[config.mk]
export PLATFORM = sky130hd
export DESIGN_NAME = wut_sleep_timer
export DESIGN_NICKNAME = d
export VERILOG_FILES = /design/src/rtl/wut_pkg.sv /design/src/rtl/wut_tick_sync.sv /design/src/rtl/wut_win_sel.sv /design/src/rtl/wut_regs.sv /design/src/rtl/wut_core.sv /design/src/rtl/wut_flags.sv /design/src/rtl/wut_sleep_timer.sv
export SDC_FILE = /design/constraint.sdc
export NUM_CORES = 1
export LEC_CHECK = 0
export ABC_AREA = 1
export BUFFER_PORTS_ARGS = -buffer_cell sky130_fd_sc_hd__buf_2
export CAP_MARGIN = 20
export CELL_PAD_IN_SITES_DETAIL_PLACEMENT = 0
export CELL_PAD_IN_SITES_GLOBAL_PLACEMENT = 2
export CORE_MARGIN = 2
export CORE_UTILIZATION = 33
export DETAILED_ROUTE_END_ITERATION = 12
export HOLD_SLACK_MARGIN = 0.15
export PLACE_DENSITY_LB_ADDON = 0.08
export SETUP_SLACK_MARGIN = 0.2
export SYNTH_ARGS = -nofsm -noshare
export SYNTH_HDL_FRONTEND = slang
export SYNTH_HIERARCHICAL = 1
export SYNTH_SLANG_ARGS = --single-unit
[constraint.sdc]
create_clock -name clk -period 3.26 [get_ports clk]
set_input_delay 0.163 -clock clk [delete_from_list [all_inputs] [get_ports clk]]
set_output_delay 0.163 -clock clk [all_outputs]
set_load 0.005 [all_outputs]
[src/rtl/wut_pkg.sv]
package wut_pkg;
  typedef enum logic [1:0] {
    REG_EVT_LO = 2'd0,
    REG_EVT_HI = 2'd1,
    REG_CTRL   = 2'd2,
    REG_IRQ    = 2'd3
  } reg_addr_e;

  localparam int CTRL_STROBE_BIT = 2;
  localparam int IRQ_EVT_BIT     = 0;
  localparam int IRQ_CPU_BIT     = 1;
  localparam int IRQ_MASK_BIT    = 4;
endpackage

[src/rtl/wut_tick_sync.sv]
module wut_tick_sync #(
  parameter int STAGES = 2
) (
  input  logic clk,
  input  logic rst,
  input  logic async_i,
  output logic tick_o
);
  logic [STAGES:0] sh_q;

  always_ff @(posedge clk) begin
    if (rst) begin
      sh_q   <= '0;
      tick_o <= 1'b0;
    end else begin
      sh_q   <= {sh_q[STAGES-1:0], async_i};
      tick_o <= sh_q[STAGES-1] & ~sh_q[STAGES];
    end
  end
endmodule

[src/rtl/wut_win_sel.sv]
module wut_win_sel #(
  parameter int CNT_W = 31,
  parameter int WIN_W = 16,
  parameter int STEP  = 5,
  parameter int RES_W = 2
) (
  input  logic [CNT_W-1:0] cnt_i,
  input  logic [RES_W-1:0] res_i,
  output logic [WIN_W-1:0] win_o
);
  localparam int NRES = 1 << RES_W;

  logic [WIN_W-1:0] win_a [NRES];

  for (genvar g = 0; g < NRES; g++) begin : g_win
    assign win_a[g] = cnt_i[g*STEP +: WIN_W];
  end

  assign win_o = win_a[res_i];
endmodule

[src/rtl/wut_regs.sv]
module wut_regs
  import wut_pkg::*;
#(
  parameter int          RES_W   = 2,
  parameter int          EVT_W   = 16,
  parameter logic [15:0] EVT_RST = 16'h876B
) (
  input  logic             clk,
  input  logic             rst,
  input  logic             wr_en_i,
  input  logic [1:0]       wr_addr_i,
  input  logic [7:0]       wr_data_i,
  output logic [EVT_W-1:0] stage_o,
  output logic [RES_W-1:0] res_o,
  output logic             mask_o,
  output logic             strobe_o,
  output logic             clr_evt_o,
  output logic             clr_cpu_o
);
  always_ff @(posedge clk) begin
    if (rst) begin
      stage_o   <= EVT_RST[EVT_W-1:0];
      res_o     <= '0;
      mask_o    <= 1'b0;
      strobe_o  <= 1'b0;
      clr_evt_o <= 1'b0;
      clr_cpu_o <= 1'b0;
    end else begin
      strobe_o  <= 1'b0;
      clr_evt_o <= 1'b0;
      clr_cpu_o <= 1'b0;
      if (wr_en_i) begin
        case (wr_addr_i)
          REG_EVT_LO: stage_o[7:0]       <= wr_data_i;
          REG_EVT_HI: stage_o[EVT_W-1:8] <= wr_data_i[EVT_W-9:0];
          REG_CTRL: begin
            res_o    <= wr_data_i[RES_W-1:0];
            strobe_o <= wr_data_i[CTRL_STROBE_BIT];
          end
          default: begin
            mask_o    <= wr_data_i[IRQ_MASK_BIT];
            clr_evt_o <= ~wr_data_i[IRQ_EVT_BIT];
            clr_cpu_o <= ~wr_data_i[IRQ_CPU_BIT];
          end
        endcase
      end
    end
  end
endmodule

[src/rtl/wut_core.sv]
module wut_core #(
  parameter int          CNT_W      = 31,
  parameter int          WIN_W      = 16,
  parameter int          STEP       = 5,
  parameter int          RES_W      = 2,
  parameter int          PRELOAD    = 4,
  parameter int          HOLD_TICKS = 2,
  parameter logic [15:0] EVT_RST    = 16'h876B
) (
  input  logic             clk,
  input  logic             rst,
  input  logic             tick_i,
  input  logic             strobe_i,
  input  logic [RES_W-1:0] res_i,
  input  logic [WIN_W-1:0] stage_i,
  output logic [CNT_W-1:0] cnt_o,
  output logic             fire_o
);
  localparam int HOLD_W = $clog2(HOLD_TICKS + 1);

  logic [CNT_W-1:0]  nxt;
  logic [WIN_W-1:0]  nxt_win;
  logic [WIN_W-1:0]  act_q;
  logic [HOLD_W-1:0] hold_q;
  logic              match;

  assign nxt = cnt_o + 1'b1;

  wut_win_sel #(.CNT_W(CNT_W), .WIN_W(WIN_W), .STEP(STEP), .RES_W(RES_W)) u_nxt_sel (
    .cnt_i(nxt),
    .res_i(res_i),
    .win_o(nxt_win)
  );

  assign match = (nxt_win == act_q);

  always_ff @(posedge clk) begin
    if (rst) begin
      cnt_o  <= '0;
      act_q  <= EVT_RST[WIN_W-1:0];
      hold_q <= '0;
      fire_o <= 1'b0;
    end else begin
      fire_o <= 1'b0;
      if (tick_i) act_q <= stage_i;
      if (strobe_i) begin
        cnt_o  <= CNT_W'(PRELOAD);
        hold_q <= HOLD_W'(HOLD_TICKS);
      end else if (tick_i) begin
        if (hold_q != '0) begin
          hold_q <= hold_q - 1'b1;
        end else if (match) begin
          cnt_o  <= '0;
          fire_o <= 1'b1;
        end else begin
          cnt_o <= nxt;
        end
      end
    end
  end
endmodule

[src/rtl/wut_flags.sv]
module wut_flags (
  input  logic clk,
  input  logic rst,
  input  logic fire_i,
  input  logic mask_i,
  input  logic clr_evt_i,
  input  logic clr_cpu_i,
  output logic evt_flag_o,
  output logic irq_o
);
  always_ff @(posedge clk) begin
    if (rst) begin
      evt_flag_o <= 1'b0;
      irq_o      <= 1'b0;
    end else begin
      if (fire_i)         evt_flag_o <= 1'b1;
      else if (clr_evt_i) evt_flag_o <= 1'b0;
      if (fire_i && mask_i) irq_o <= 1'b1;
      else if (clr_cpu_i)   irq_o <= 1'b0;
    end
  end
endmodule

[src/rtl/wut_sleep_timer.sv]
module wut_sleep_timer #(
  parameter int          CNT_W       = 31,
  parameter int          WIN_W       = 16,
  parameter int          STEP        = 5,
  parameter int          RES_W       = 2,
  parameter int          PRELOAD     = 4,
  parameter int          HOLD_TICKS  = 2,
  parameter int          SYNC_STAGES = 2,
  parameter logic [15:0] EVT_RST     = 16'h876B
) (
  input  logic       clk,
  input  logic       rst,
  input  logic       slow_clk_i,
  input  logic       wr_en_i,
  input  logic [1:0] wr_addr_i,
  input  logic [7:0] wr_data_i,
  output logic       wake_o,
  output logic       evt_flag_o,
  output logic       irq_o,
  output logic [7:0] time_lo_o,
  output logic [7:0] time_hi_o
);
  localparam int BYTE_W = 8;

  logic             tick_w, strobe_w, mask_w, clr_evt_w, clr_cpu_w, fire_w;
  logic [RES_W-1:0] res_w;
  logic [WIN_W-1:0] stage_w, win_w, win_q;
  logic [CNT_W-1:0] cnt_w;

  wut_tick_sync #(.STAGES(SYNC_STAGES)) u_sync (
    .clk(clk), .rst(rst), .async_i(slow_clk_i), .tick_o(tick_w)
  );

  wut_regs #(.RES_W(RES_W), .EVT_W(WIN_W), .EVT_RST(EVT_RST)) u_regs (
    .clk(clk), .rst(rst), .wr_en_i(wr_en_i), .wr_addr_i(wr_addr_i),
    .wr_data_i(wr_data_i), .stage_o(stage_w), .res_o(res_w), .mask_o(mask_w),
    .strobe_o(strobe_w), .clr_evt_o(clr_evt_w), .clr_cpu_o(clr_cpu_w)
  );

  wut_core #(
    .CNT_W(CNT_W), .WIN_W(WIN_W), .STEP(STEP), .RES_W(RES_W),
    .PRELOAD(PRELOAD), .HOLD_TICKS(HOLD_TICKS), .EVT_RST(EVT_RST)
  ) u_core (
    .clk(clk), .rst(rst), .tick_i(tick_w), .strobe_i(strobe_w),
    .res_i(res_w), .stage_i(stage_w), .cnt_o(cnt_w), .fire_o(fire_w)
  );

  wut_flags u_flags (
    .clk(clk), .rst(rst), .fire_i(fire_w), .mask_i(mask_w),
    .clr_evt_i(clr_evt_w), .clr_cpu_i(clr_cpu_w),
    .evt_flag_o(evt_flag_o), .irq_o(irq_o)
  );

  wut_win_sel #(.CNT_W(CNT_W), .WIN_W(WIN_W), .STEP(STEP), .RES_W(RES_W)) u_rd_sel (
    .cnt_i(cnt_w), .res_i(res_w), .win_o(win_w)
  );

  always_ff @(posedge clk) begin
    if (rst) win_q <= '0;
    else     win_q <= win_w;
  end

  assign wake_o    = fire_w;
  assign time_lo_o = win_q[BYTE_W-1:0];
  assign time_hi_o = win_q[WIN_W-1:BYTE_W];
endmodule

Word level (Yosys, flattened, before mapping)
Cells that the tools add are included.
{"block": "word_totals", "reg_bits": 94, "input_bits": 14, "word_cells": 73}
{"block": "op_classes", "addsub": 2, "magnitude_cmp": 1, "eq_ne": 4, "muxes": 18, "n_bitwise": 10, "n_reduce_logical": 20}
{"cell": "$bmux W16 S2", "count": 2}
{"cell": "$mux W16", "count": 4}
{"cell": "$add A31 B1 Y31 const B", "count": 1}
{"cell": "$mux W31", "count": 1}
{"cell": "$eq A16 B16 Y1", "count": 1}
{"cell": "$reduce_and A2 Y1", "count": 8}
{"cell": "$reduce_bool A2 Y1", "count": 5}
{"cell": "$mux W3", "count": 3}
{"cell": "$not A1 Y1", "count": 8}
{"cell": "$mux W2", "count": 3}
{"cell": "$reduce_or A3 Y1", "count": 2}
{"cell": "$mux W1", "count": 5}
{"cell": "$reduce_or A5 Y1", "count": 1}
{"cell": "$reduce_or A4 Y1", "count": 1}
{"cell": "$ge A3 B3 Y1 const B", "count": 1}
{"cell": "$not A2 Y3", "count": 1}
{"cell": "$eq A2 B1 Y1 const B", "count": 1}
{"cell": "$eq A2 B2 Y1 const B", "count": 1}
{"cell": "$logic_not A2 Y1", "count": 1}
{"cell": "$ne A2 B2 Y1 const B", "count": 1}
{"cell": "$reduce_or A2 Y1", "count": 1}
{"cell": "$sub A2 B1 Y2 const B", "count": 1}
{"cell": "$and A1 B1 Y1", "count": 1}
{"cell": "$logic_and A1 B1 Y1", "count": 1}

Depth between registers and ports, before layout
{"block": "logic_depth", "word_depth": 9, "ltp_mapped": 22}

Modules after synthesis
The synthesis kept the hierarchy.
{"mod": "wut_core", "instances": 1, "cells_per_inst": 512, "area_each_um2": 3074.2, "seq_area_each_um2": 1001.0}
{"mod": "wut_win_sel", "instances": 2, "cells_per_inst": 141, "area_each_um2": 613.1, "seq_area_each_um2": 0.0}
{"mod": "wut_regs", "instances": 1, "cells_per_inst": 116, "area_each_um2": 884.6, "seq_area_each_um2": 440.4}
{"mod": "wut_sleep_timer", "instances": 1, "cells_per_inst": 50, "area_each_um2": 474.2, "seq_area_each_um2": 320.3}
{"mod": "wut_tick_sync", "instances": 1, "cells_per_inst": 12, "area_each_um2": 115.1, "seq_area_each_um2": 80.1}
{"mod": "wut_flags", "instances": 1, "cells_per_inst": 10, "area_each_um2": 76.3, "seq_area_each_um2": 40.0}

Worst setup path after synthesis
Ideal clock, no wire load.
{"block": "synth_path", "kind": "flip-flop to flip-flop", "start": "reg u_core.cnt_o[1]", "end": "reg u_core.cnt_o[13]", "setup_ns": 0.070, "arrival_time_ns": 2.285, "required_ns": 3.190, "path_slack_ns": 0.905, "stages_incl_launch_ff": 23, "path_buffers": 1, "cell_sequence": "dfxtp_1 > ha_1 > nand2_2 > nor2_8 > nand2_4 > nor2_8 > nand2_1 > nand2_1 > nand2_1 > inv_1 > nand2_1 > nand3_1 > nand2_1 > inv_1 > nand2_1 > nand2_1 > nor2_1 > nand2_1 > nor2_1 > nand2_1 > clkbuf_1 > nand3_1 > a21oi_1"}
{"block": "synth_via", "elab_chain_cells": 6}
{"item": "from (decl)", "line": "wut_core.sv:16", "source": "output logic [CNT_W-1:0] cnt_o,"}
{"item": "from (signal assigned)", "line": "wut_core.sv:47", "source": "cnt_o <= CNT_W'(PRELOAD);"}
{"item": "from (signal assigned)", "line": "wut_core.sv:56", "source": "cnt_o <= nxt;"}
{"item": "$add A31 B1 Y31", "line": "wut_core.sv:27", "source": "assign nxt = cnt_o + 1'b1;"}
{"item": "via u_core.nxt[20]", "line": "wut_core.sv:21", "source": "logic [CNT_W-1:0] nxt;"}
{"item": "$bmux W16 S2", "line": "wut_win_sel.sv:19", "source": "assign win_o = win_a[res_i];"}
{"item": "$mux W16 (implied by the code) (2 in a row)", "line": "wut_win_sel.sv:19"}
{"item": "via u_core.nxt_win[15]", "line": "wut_core.sv:22", "source": "logic [WIN_W-1:0] nxt_win;"}
{"item": "$eq A16 B16 Y1", "line": "wut_core.sv:35", "source": "assign match = (nxt_win == act_q);"}
{"item": "$mux W31", "line": "wut_core.sv:52", "source": "end else if (match) begin"}
The timed path passes the listed nets, and every way through them passes these cells. The select of a mux whose other input is x is not followed.
A chain may end at the register's enable or synchronous reset.

Final worst setup path
{"block": "layout_path", "start": "reg u_core.cnt_o[4]", "end": "reg u_core.cnt_o[26]"}
The elaborated chain is that of the path after synthesis.

==> metrics.cfg <==
[synth]
yosysSeqAreaShare_pct=32.2
synth_seq_cells=94
ys_top_cells_by_area=dfxtp_1 32%, nand2_1 22%, nand3_1 11%
synth_top_area_cell=dfxtp_1
synth_xor_area_share_pct=1.90
synth_top_family_by_area=simple AND/OR/NAND/NOR gates
synth_edf_count=0
synth-async-reset-ratio_pct=0
avgSynthCellArea_um2=5.96
syn-num-nets=997
yosysMostFrequentCell=nand2_1
syn-cell-area_um2=5850
synth.area.mux_share_pct=0
netlist_top_cells_count=344 x nand2_1, 161 x inv_1, 126 x nand3_1
yosysTopAreaCellShare_pct=32.2
synth_cells=982
yosys_warnings=6
yosys.area_share.adder_pct=0.214
synth_compound_area_share_pct=6.65
synth.distinct_cells=30
yosys.area_share.simple_pct=43.3
synthFlopType=dfxtp_1

[run_status]
status=completed

[die]
dieArea_um2=18800
core_um2=17300
die_w_um=137
std_cell_rows=48
pin_count=33
die_y_um=137
start_util_pct=33.8

[critical_path]
timing.reg2reg.worst_path_depth=20
cp.arrival_ns=3.05
worstSetupStartpointType=flip-flop
worstPathRequired_ns=3.49
critPathKind=reg -> reg
crit_fanout=32
timing.rr.end=u_core/cnt_o[26]
timing.rr.start=u_core/cnt_o[4]
ff2ff_setup_slack_ns=0.44
setup.worst_path.end_class=flip-flop

[placement]
numPortBuffers=32
dp.cells=1212
hpwl_um=13900
place_ws_ns=0.364
place.gp.congestion=0.774

[layout]
regArea_um2=1890
instances_no_fill=1237
area_delta_synth_final_pct=12.3
multiInputGateArea_um2=3070
fill_cells=1994
drive_gt1_share_pct=10.1
fin_nets=1022
insertedDiodeCount=0

[grt]
grt_max_degree=38
grt_usage_pct=20.7
grt_pass1_vias=5261
grt_overflow=0
grt_pass1_wl_um=29300
antenna_found_initial=1

[detailed_routing]
dr.first_iter.drc_count=400
first_pass_iters=5
routed_wl_um=18400
wl_per_cell_um=14.9
vias_per_cell=4.64
antenna_left=0
via_count=5744
drc=0

[clock_tree]
cts_tree=done
cts.sinks=94
cts.root.buffer_cell=clkbuf_16
cts_setup_buffers=0
clock_latency_ns=0.35
cts_made_buffers=9
h-tree-depth=3
cts_buffer_depth=2
cts.clk_slew.worst_paths_ns=0.07

[hold_path]
min_path_cells=4
hp-class=in -> reg
whs_endpoint=u_core/cnt_o[0]
hold_start=rst

[sta]
fin_worst_skew_ns=0.00615
tightest_slew_ns=0.573
tns_ns=0
maxSlewViolCount=0
min_period_over_period_pct=86.4
rsz0062_at_grt=no
period_minus_slack_ns=2.82
hold_viol=0
fin_ws_ns=0.443
fmax_ghz=0.355
setup-violations-final=0
slew_headroom_pct=61.7

[power]
powerDensity_nw_per_um2=402
peakVddDrop_mv=0.248
p_leak_uw=0.00307

[run]
cap_violations=0

[what timing repair did]
item,CTS,global route
endpoints found under the setup margin,0,32
endpoints found under the hold margin,18,0
resized for setup,0,8
hold buffers,9,0
[layout by cell type, fill, tap and decap left out, types with 2 or more instances in the layout]
| cell type | synthesis | routed |
|---|---|---|
| a21oi_1 | 53 | 53 |
| buf_2 | 7 | 32 |
| buf_4 | 9 | 12 |
| bufinv_16 | 0 | 2 |
| clkbuf_16 | 0 | 9 |
| clkinvlp_4 | 0 | 2 |
| dfxtp_1 | 94 | 90 |
| dfxtp_2 | 0 | 4 |
| dlygate4sd3_1 | 0 | 9 |
| inv_1 | 161 | 161 |
| inv_2 | 3 | 3 |
| inv_4 | 4 | 4 |
| nand2_1 | 344 | 344 |
| nand2_2 | 5 | 5 |
| nand2_4 | 2 | 2 |
| nand3_1 | 126 | 126 |
| nand3b_1 | 4 | 4 |
| nand4_1 | 4 | 4 |
| nor2_1 | 88 | 85 |
| nor2_2 | 5 | 8 |
| nor2_4 | 5 | 5 |
| nor2_8 | 2 | 2 |
| nor3_1 | 4 | 3 |
| o21ai_0 | 23 | 23 |
| xnor2_1 | 6 | 5 |
| xor2_1 | 3 | 3 |
| xor2_2 | 2 | 2 |
[final cells by class]
cell class | count | share of cell area, %
flip-flops and latches | 94 | 28.7
repair buffers | 54 | 5.48
clock inverters | 6 | 1.41
well taps | 225 | 4.28
inverters | 168 | 9.75
multi-input cells | 680 | 46.7
clock buffers | 10 | 3.64
[report_power, final]
group	internal [uW]	switching (uW)	leakage (uW)
clock	698	488	0.000155
sequential	1180	23.7	0.000765
combinational	82.8	170	0.00215
total	1960	682	0.00307
[stage by stage]
| step | power [uW] | util, % | cell area, um^2 | hold WS, ns |
|---|---|---|---|---|
| 2_1_floorplan | 1410 | - | 5850 | 0.225 |
| 3_3_place_gp | 1480 | 35.4 | 6130 | 0.371 |
| 3_5_place_dp | 1470 | 35.4 | 6130 | 0.374 |
| 4_1_cts | 2680 | 37.9 | 6550 | 0.167 |
| 5_1_grt | 2760 | 38.0 | 6570 | 0.210 |
| 6_report | 2640 | 38.0 | 6570 | 0.185 |
[critical path: stages, from the launching register on]
cell and delay [ns]:
dfxtp_1 0.45, nand2_1 0.13, nor2_1 0.21, nand2_2 0.14, nor2_4 0.17, nand3_1 0.09, nand2_1 0.19, inv_1 0.09
nand2_1 0.11, nand3_1 0.10, nand2_1 0.12, inv_1 0.04, nand2_1 0.05, nand2_1 0.05, nor2_1 0.13, nand2_1 0.07
nor2_1 0.08, nand2_1 0.09, buf_12 0.18, nand3_1 0.11, a21oi_1 0.06
[registers in the layout (all words and copies together) (netlist names), 2 cells and up]
name            flops
u_core/act_q       16
u_core/cnt_o       31
u_core/hold_q       2
u_regs/res_o        2
u_regs/stage_o     16
u_sync/sh_q         3
win_q              16
[logic make-up (layout without fill, tap and decap cells)]
| logic type | after synthesis | count (layout) |
|---|---|---|
| AOI/OAI and AO/OA | 77 | 77 |
| buffers and inverters | 208 | 238 |
| and+or+nand+nor | 591 | 591 |
| xor gates and xnor gates | 11 | 11 |
| DFF | 94 | 94 |
| adders and majority gates | 1 | 1 |
[worst max path at each step]
stage	from	end	slack, ns	depth (start not counted)
floorplan	u_core/cnt_o[1]	u_core/cnt_o[13]	0.90	22
global placement	u_core/cnt_o[1]	u_core/cnt_o[29]	0.34	21
detailed placement	u_core/cnt_o[1]	u_core/cnt_o[26]	0.36	21
CTS	u_core/cnt_o[1]	u_core/cnt_o[26]	0.34	21
global route	u_core/cnt_o[1]	u_core/cnt_o[26]	0.22	21
finish	u_core/cnt_o[4]	u_core/cnt_o[26]	0.44	20
[layer usage]
metal	routed length (um)	track usage (%)	part of all wire, %
met1	9890	31.3	54
met2	7560	29.8	41
met3	534	2.37	2.9
met4	414	7.39	2.3
met5	0	0	0
(Power assumes the default switching activity.)
